$ cat src/rtl/serial_cfg_loader_pkg.sv
package serial_cfg_loader_pkg;

  typedef enum logic [1:0] {
    LD_IDLE     = 2'd0,
    LD_RESET    = 2'd1,
    LD_SHIFT    = 2'd2,
    LD_FINISHED = 2'd3
  } ld_state_t;

  localparam int unsigned MODE_W = 3;

endpackage

$ cat src/rtl/cfgl_sequencer.sv
module cfgl_sequencer
  import serial_cfg_loader_pkg::*;
#(
  parameter int unsigned INIT_CYCLES = 4
) (
  input  logic              clk,
  input  logic              rst_n,
  input  logic              reconfig_n,
  input  logic [MODE_W-1:0] mode_sel,
  input  logic              last_bit,
  output ld_state_t         state,
  output logic              init_n,
  output logic              done,
  output logic              shifting
);

  localparam int unsigned IC_W = (INIT_CYCLES > 1) ? $clog2(INIT_CYCLES) : 1;
  localparam logic [IC_W-1:0] IC_LAST = IC_W'(INIT_CYCLES - 1);

  logic            arm_q;
  logic [IC_W-1:0] icnt_q;

  // The start latch gives one look at the mode pins per start event
  always_ff @(posedge clk or negedge rst_n) begin
    if (!rst_n) begin
      state  <= LD_IDLE;
      arm_q  <= 1'b1;
      icnt_q <= '0;
    end else if (!reconfig_n) begin
      state  <= LD_IDLE;
      arm_q  <= 1'b1;
      icnt_q <= '0;
    end else begin
      unique case (state)
        LD_IDLE: begin
          if (arm_q) begin
            arm_q <= 1'b0;
            if (mode_sel == '0) begin
              state  <= LD_RESET;
              icnt_q <= '0;
            end
          end
        end
        LD_RESET: begin
          if (icnt_q == IC_LAST) begin
            state <= LD_SHIFT;
          end else begin
            icnt_q <= icnt_q + 1'b1;
          end
        end
        LD_SHIFT: begin
          if (last_bit) begin
            state <= LD_FINISHED;
          end
        end
        LD_FINISHED: begin
          state <= LD_FINISHED;
        end
        default: state <= LD_IDLE;
      endcase
    end
  end

  always_comb begin
    init_n   = (state == LD_SHIFT) || (state == LD_FINISHED);
    done     = (state == LD_FINISHED);
    shifting = (state == LD_SHIFT) && reconfig_n;
  end

endmodule

$ cat src/rtl/cfgl_clkgen.sv
module cfgl_clkgen #(
  parameter int unsigned DIV = 2
) (
  input  logic clk,
  input  logic rst_n,
  input  logic run,
  input  logic stall,
  output logic cfg_clk,
  output logic rise
);

  localparam int unsigned PH_W = (DIV > 1) ? $clog2(DIV) : 1;
  localparam logic [PH_W-1:0] PH_LAST = PH_W'(DIV - 1);

  logic [PH_W-1:0] phase_q;
  logic            clk_q;
  logic            edge_due;

  always_comb begin
    edge_due = run && (phase_q == PH_LAST);
    rise     = edge_due && !clk_q && !stall;
  end

  // A due rising edge is held at the end of the low phase while stalled
  always_ff @(posedge clk or negedge rst_n) begin
    if (!rst_n) begin
      phase_q <= '0;
      clk_q   <= 1'b0;
    end else if (!run) begin
      phase_q <= '0;
      clk_q   <= 1'b0;
    end else if (edge_due) begin
      if (clk_q) begin
        clk_q   <= 1'b0;
        phase_q <= '0;
      end else if (!stall) begin
        clk_q   <= 1'b1;
        phase_q <= '0;
      end
    end else begin
      phase_q <= phase_q + 1'b1;
    end
  end

  assign cfg_clk = clk_q;

endmodule

$ cat src/rtl/cfgl_deser.sv
module cfgl_deser #(
  parameter int unsigned WORD_W     = 8,
  parameter int unsigned IMAGE_BITS = 64
) (
  input  logic              clk,
  input  logic              rst_n,
  input  logic              clear,
  input  logic              rise,
  input  logic              din,
  input  logic              out_ready,
  output logic              out_valid,
  output logic [WORD_W-1:0] out_data,
  output logic              stall,
  output logic              last_bit
);

  localparam int unsigned BIT_W  = $clog2(IMAGE_BITS + 1);
  localparam int unsigned LANE_W = (WORD_W > 1) ? $clog2(WORD_W) : 1;
  localparam logic [BIT_W-1:0]  BIT_LAST  = BIT_W'(IMAGE_BITS - 1);
  localparam logic [LANE_W-1:0] LANE_LAST = LANE_W'(WORD_W - 1);

  logic [BIT_W-1:0]  bits_q;
  logic [LANE_W-1:0] lane_q;
  logic [WORD_W-1:0] sh_q;
  logic [WORD_W-1:0] sh_next;
  logic              ov_q;
  logic [WORD_W-1:0] od_q;

  always_comb begin
    sh_next  = {sh_q[WORD_W-2:0], din};
    stall    = ov_q && !out_ready;
    last_bit = rise && (bits_q == BIT_LAST);
  end

  always_ff @(posedge clk or negedge rst_n) begin
    if (!rst_n) begin
      bits_q <= '0;
      lane_q <= '0;
      sh_q   <= '0;
      ov_q   <= 1'b0;
      od_q   <= '0;
    end else if (clear) begin
      bits_q <= '0;
      lane_q <= '0;
      sh_q   <= '0;
      ov_q   <= 1'b0;
    end else begin
      if (ov_q && out_ready) begin
        ov_q <= 1'b0;
      end
      if (rise) begin
        sh_q   <= sh_next;
        bits_q <= bits_q + 1'b1;
        if (lane_q == LANE_LAST) begin
          lane_q <= '0;
          od_q   <= sh_next;
          ov_q   <= 1'b1;
        end else begin
          lane_q <= lane_q + 1'b1;
        end
      end
    end
  end

  assign out_valid = ov_q;
  assign out_data  = od_q;

endmodule

$ cat src/rtl/serial_cfg_loader.sv
module serial_cfg_loader
  import serial_cfg_loader_pkg::*;
#(
  parameter int unsigned DIV         = 2,
  parameter int unsigned INIT_CYCLES = 4,
  parameter int unsigned IMAGE_BITS  = 64,
  parameter int unsigned WORD_W      = 8
) (
  input  logic              clk,
  input  logic              rst_n,
  input  logic [2:0]        mode_sel,
  input  logic              reconfig_n,
  input  logic              cfg_din,
  output logic              cfg_clk,
  output logic              init_n,
  output logic              done,
  output logic              out_valid,
  input  logic              out_ready,
  output logic [WORD_W-1:0] out_data
);

  ld_state_t state;
  logic      shifting;
  logic      stall;
  logic      rise;
  logic      last_bit;

  cfgl_sequencer #(
    .INIT_CYCLES(INIT_CYCLES)
  ) u_seq (
    .clk       (clk),
    .rst_n     (rst_n),
    .reconfig_n(reconfig_n),
    .mode_sel  (mode_sel),
    .last_bit  (last_bit),
    .state     (state),
    .init_n    (init_n),
    .done      (done),
    .shifting  (shifting)
  );

  cfgl_clkgen #(
    .DIV(DIV)
  ) u_clk (
    .clk    (clk),
    .rst_n  (rst_n),
    .run    (shifting),
    .stall  (stall),
    .cfg_clk(cfg_clk),
    .rise   (rise)
  );

  cfgl_deser #(
    .WORD_W    (WORD_W),
    .IMAGE_BITS(IMAGE_BITS)
  ) u_deser (
    .clk      (clk),
    .rst_n    (rst_n),
    .clear    (!reconfig_n),
    .rise     (rise),
    .din      (cfg_din),
    .out_ready(out_ready),
    .out_valid(out_valid),
    .out_data (out_data),
    .stall    (stall),
    .last_bit (last_bit)
  );

endmodule

$ cat config.mk
export PLATFORM = sky130hd
export DESIGN_NAME = serial_cfg_loader
export DESIGN_NICKNAME = d
export VERILOG_FILES = /design/src/rtl/serial_cfg_loader_pkg.sv /design/src/rtl/cfgl_sequencer.sv /design/src/rtl/cfgl_clkgen.sv /design/src/rtl/cfgl_deser.sv /design/src/rtl/serial_cfg_loader.sv
export SDC_FILE = /design/constraint.sdc
export NUM_CORES = 1
export LEC_CHECK = 0
export BUFFER_PORTS_ARGS = -buffer_cell sky130_fd_sc_hd__buf_2
export CAP_MARGIN = 15
export CORE_UTILIZATION = 50
export CTS_BUF_LIST = sky130_fd_sc_hd__clkbuf_8
export CTS_CLUSTER_SIZE = 30
export DETAILED_ROUTE_END_ITERATION = 10
export PLACE_DENSITY = 0.71
export SLEW_MARGIN = 10
export SYNTH_ARGS = -nofsm -noshare
export SYNTH_HDL_FRONTEND = slang
export SYNTH_SLANG_ARGS = --single-unit
export TNS_END_PERCENT = 5
$ cat constraint.sdc
create_clock -name clk -period 2 [get_ports clk]
set_clock_uncertainty 0.1 [all_clocks]
set_input_delay 0.2 -clock clk [delete_from_list [all_inputs] [get_ports clk]]
set_output_delay 0.2 -clock clk [all_outputs]
set_load 0.03 [all_outputs]
# == Word level (Yosys, flattened, before mapping) ==
# Cells that the tools add are included.
# classes
multipliers,0
shifts,0
bitwise_logic,0
order_cmp,0
n_addsub,4
n_eq_ne,16
mux,32
div_mod_pow,0
reduce_logical,16
# ops
cell,n
$mux W7,4
$mux W2,9
$mux W1,14
$mux W3,3
$ne A3 B2 Y1 const B,3
$pmux W2 S4,1
$reduce_and A4 Y1,2
$add A7 B1 Y7 const B,1
$eq A7 B6 Y1 const B,1
$logic_and A1 B1 Y1,7
$eq A2 B2 Y1 const B,3
$ne A3 B3 Y1 const B,2
$ne A2 B1 Y1 const B,2
$ne A4 B4 Y1 const B,1
$pmux W2 S2,1
$add A3 B1 Y3 const B,1
$eq A3 B3 Y1 const B,1
$logic_not A1 Y1,3
$logic_not A3 Y1,1
$ne A3 B1 Y1 const B,1
$reduce_and A3 Y1,1
$add A2 B1 Y2 const B,1
$eq A2 B1 Y1 const B,1
$logic_not A2 Y1,1
3 further kinds,3
# totals
rom_bits,0
ff_bits,33
output_inout_bits,12
latchBits,0
elab_cells,78
ram_bits,0
mem_count,0
inputBits,8

# == Longest topological paths before layout ==
# depth
depth_word,9
depth_mapped,7
mapped_depth_nobuf,5

# == By module ==
# Synthesis repeated with hierarchy kept, for this count alone.
# unflattened
cells_unflattened,132
area_unflattened_um2,1522.7
# by_module_without_submodules
mod,instances,seq_area_each_um2,area_per_inst_um2,cells_each
cfgl_deser,1,650.6,1129.8,90
cfgl_sequencer,1,126.4,296.5,33
cfgl_clkgen,1,50.0,92.6,8
serial_cfg_loader,1,0.0,3.8,1

# == Least setup slack after synthesis ==
# Ideal clock, no wire load.
# synth_timing
path_type,register -> register
start,register u_deser.ov_q (netlist: u_deser.out_valid)
end,register u_deser.bits_q[3]
period_less_slack_ns,1.844
n_path_buf,1
setup_ns,0.078
path_stages_with_launch,6
t_required_ns,1.822
path_slack_ns,0.156
t_arrival_ns,1.666
cell_sequence,dfrtp_1 nor2b_1 or3_1 buf_2 or3_1 a21boi_1
# synth_between
elab_chain_len,4
# synth_rtl
item,line_no,text
start: declaration,cfgl_deser.sv:26,logic ov_q;
start signal: assignment,cfgl_deser.sv:40,ov_q <= 1'b0;
start signal: assignment,cfgl_deser.sv:46,ov_q <= 1'b0;
start signal: assignment,cfgl_deser.sv:49,ov_q <= 1'b0;
$logic_and A1 B1 Y1,cfgl_deser.sv:31,stall = ov_q && !out_ready;
$logic_not A1 Y1,cfgl_clkgen.sv:21,rise = edge_due && !clk_q && !stall;
$logic_and A1 B1 Y1,cfgl_clkgen.sv:21,
$ne A2 B1 Y1 (no line),-,
end signal: assignment,cfgl_deser.sv:53,bits_q <= bits_q + 1'b1;
end: declaration,cfgl_deser.sv:22,logic [BIT_W-1:0] bits_q;
# Every way passes these cells.
# A chain may end at the register's enable or synchronous reset.

# == Worst setup path after layout ==
# Ends and elaborated chain as after synthesis.

==> impl_metrics.ini <==
[clocking]
post_cts_resized = 0
cts_buffer_depth = 2
clkTransAtPathRegs_ns = 0.06
cts_buffers = 5
clk_latency_ns = 0.28
clkSinkCount = 33
h-tree-depth = 2
root_buffer = clkbuf_8
cts_tree = yes

[detailed_routing]
ant_nets = 0
avgViaCountPerCell = 5.49
wl_per_cell_microns = 13.4
drtPass1Iterations = 7
first_iter_violations = 46
drc = 3
vias = 1120
totalWireLength_mm = 2.74

[status]
violations = design-rule violations
status = finished, violations left

[die]
die_area_sq_mm = 0.00332
rows = 19
fp.dieW_microns = 57.7
die_h_microns = 57.7
start_util = 0.543
coreArea_sq_mm = 0.00285
ioPinCount = 20

[critical_path]
worstPathArrival_ns = 1.92
crit_top_cell = or3_1
worstPathCellList = nor2b_1 > or3_1 > or3_1 > a21boi_1
required_ns = 2.11
slowest_stage = or3_1
cp_max_fo = 8
crit_type = reg2reg
worstSetupStartpointType = flip-flop
path_delay_family = simple AND/OR/NAND/NOR gates
path_buf_inv = 0
critical-path-max-stage-delay_ns = 0.52
endpoint_kind = flip-flop

[synth]
avgSynthCellArea_sq_um = 10.5
synthCells = 147
yosysMostFrequentCell = dfrtp_1
netlist_top_cells_count = 32 x dfrtp_1, 28 x nand2_1, 11 x a21boi_0, 8 x mux2_2
synth_top_area_frac = 0.517
synth-seq-cells = 33
synth_area_leaders = dfrtp_1 52%, nand2_1 6.8%, mux2_2 5.8%
async_reset_ff_frac = 1.00
yosysUniqueCellTypes = 33
synth_flop_cell = dfrtp_1
syn_nets = 159
synth_warnings = 0
synth_top_cell_by_area = dfrtp_1
seq_area_frac_synth = 0.534
synth_edf_count = 0
synthesis.area_sq_mm = 0.00155

[run]
max_cap_violations = 0

[finish]
fillers = 249
drive_gt1_frac = 0.254
design_area_sq_mm = 0.00178
fin_nets = 184
diodes = 0
area_growth_pct = 14.6

[power_and_ir_drop]
power_leakage_nw = 0.833
p_sw_w = 0.000260
ir_drop_v = 0.000458
powerDensity_mw_per_mm2 = 667
clockPowerShare = 0.395
switching_share = 0.220
pwr-share-seq = 0.568
p_comb_frac = 0.037
internal_power_w = 0.000925

[sta]
timing.final.ws_setup_ns = 0.185
max_freq_ghz = 0.551
period_share = 0.908
slew_headroom = 0.527
period_needed_ns = 1.82
maxSlewViolCount = 0
rsz0062_at_grt = false
hold_viol = 0
fin_setup_tns_ns = 0
worst_pin_slew_ns = 0.710
setup_violations = 0

[global_route]
antenna_found_initial = 0
met1_usage = 0.240
grt_max_degree = 34
grt_pass1_vias = 1084
grt_usage = 0.197
grt_pass1_wl_mm = 4.77
busiest_layer = met2
use_met2 = 0.312
grt.met3_usage = 0.0826
grt_overflow = 0

[worst_hold_path]
hold_class = in2reg

[place]
gp_congestion = 0.747
dpl-instance-area_sq_mm = 0.00168
io_buffers = 19
post-dp-hpwl_mm = 1.85
dp_slack_ns = 0.210
-- area by class of cell --
class | count | area (sq um) | share of cell area
Inverter | 1 | 3.75 | 0.00211
Clock buffer | 5 | 68.8 | 0.0388
Clock inverter | 3 | 13.8 | 0.00775
Sequential cell | 33 | 827 | 0.466
Timing Repair Buffer | 25 | 143 | 0.0803
Tap cell | 31 | 38.8 | 0.0218
Multi-Input combinational cell | 106 | 681 | 0.383
-- cell families (layout without fill, tap and decap cells) --
| logic type | after synthesis | count (layout) | share of synthesized area |
|---|---|---|---|
| AOI/OAI and AO/OA | 32 | 32 | 0.139 |
| xor gates and xnor gates | 1 | 1 | 0.00566 |
| adders and majority gates | 4 | 4 | 0.0323 |
| buffers and inverters | 8 | 34 | 0.0266 |
| DFF | 33 | 33 | 0.534 |
| muxes | 9 | 9 | 0.0646 |
| and+or+nand+nor | 60 | 60 | 0.198 |
-- final timing paths --
check | cells after the start | slack, ns | from | end
min reg2reg | 1 | 0.38 | u_clk.phase_q$_DFFE_PN0P_ | u_clk.phase_q$_DFFE_PN0P_
min in group asynchronous | 2 | 0.40 | rst_n | u_deser.bits_q[4]$_DFFE_PN0P_
min | 2 | 0.06 | cfg_din | u_deser.out_data[0]$_DFFE_PN0P_
max in group asynchronous | 2 | 0.94 | rst_n | u_deser.out_data[2]$_DFFE_PN0P_
max reg2reg | 4 | 0.18 | u_deser.out_valid$_DFF_PN0_ | u_deser.bits_q[3]$_DFFE_PN0P_
max | 4 | 0.18 | u_deser.out_valid$_DFF_PN0_ | u_deser.bits_q[3]$_DFFE_PN0P_
-- power groups by stage --
| stage | Clock (W) | Combinational [W] | Sequential, W |
|---|---|---|---|
| after detailed placement | 0 | 0.0000438 | 0.000686 |
| after CTS | 0.000487 | 0.0000451 | 0.000673 |
| final | 0.000468 | 0.0000434 | 0.000674 |
| after floorplan | 0 | 0.0000186 | 0.000685 |
| after global routing | 0.000514 | 0.0000505 | 0.000673 |
| after global placement | 0 | 0.0000424 | 0.000686 |
-- per-stage QoR --
stage	std cells	hold slack (ns)	utilization	power [W]
floorplan	147	-0.196	-	0.000704
global placement	195	0.189	0.590	0.000728
detailed placement	195	0.198	0.590	0.000730
CTS	204	0.0551	0.622	0.00121
global route	204	0.0666	0.622	0.00124
finish	204	0.0619	0.622	0.00119
-- placed cells by master, fill, tap and decap left out, drive strengths merged --
cell type,Yosys,final
buf,4,24
nand2,28,28
dfrtp,32,32
nor4b,1,1
clkinv,0,2
mux2i,1,1
and2,2,2
or3,6,6
nor4,1,1
dlygate4sd3,0,1
mux2,8,8
nand3,4,4
inv,1,2
ha,4,4
o21bai,1,1
a21boi,15,15
o21ai,5,5
xnor2,1,1
o31a,1,1
nor2,2,2
nor3,4,4
nand2b,5,5
nor2b,4,4
a22oi,1,1
dfstp,1,1
nand3b,1,1
or2,2,2
a22o,1,1
clkbuf,3,5
a21oi,6,6
o21a,2,2
-- metal layers --
layer,share of wire,wire length [microns]
met3,0.052,143
met4,0.012,33
met1,0.47,1280
met2,0.47,1280
met5,0,0
-- state kept, by name, summed over array words and instances, names as in the netlist --
| signal | flops |
|---|---|
| u_clk.phase_q | 1 |
| u_deser.sh_q | 7 |
| u_deser.out_data | 8 |
| u_deser.bits_q | 7 |
| u_seq.arm_q | 1 |
| u_deser.lane_q | 3 |
| u_deser.out_valid | 1 |
| u_seq.icnt_q | 2 |
| u_clk.cfg_clk | 1 |
| u_seq.state | 2 |
-- what timing repair did --
| action | 4_1_cts | 5_1_grt |
|---|---|---|
| buffers inserted | 0 | 0 |
| hold buffers | 1 | 0 |
| hold endpoints to repair | 32 | 0 |
| endpoints found under the setup margin | 0 | 0 |
-- worst register-to-register path, stage by stage, from the launching register on --
cell	delay, ns
dfrtp_1	0.38
nor2b_1	0.20
or3_1	0.52
or3_1	0.39
a21boi_1	0.15
Power figures use the tool's default switching activity.
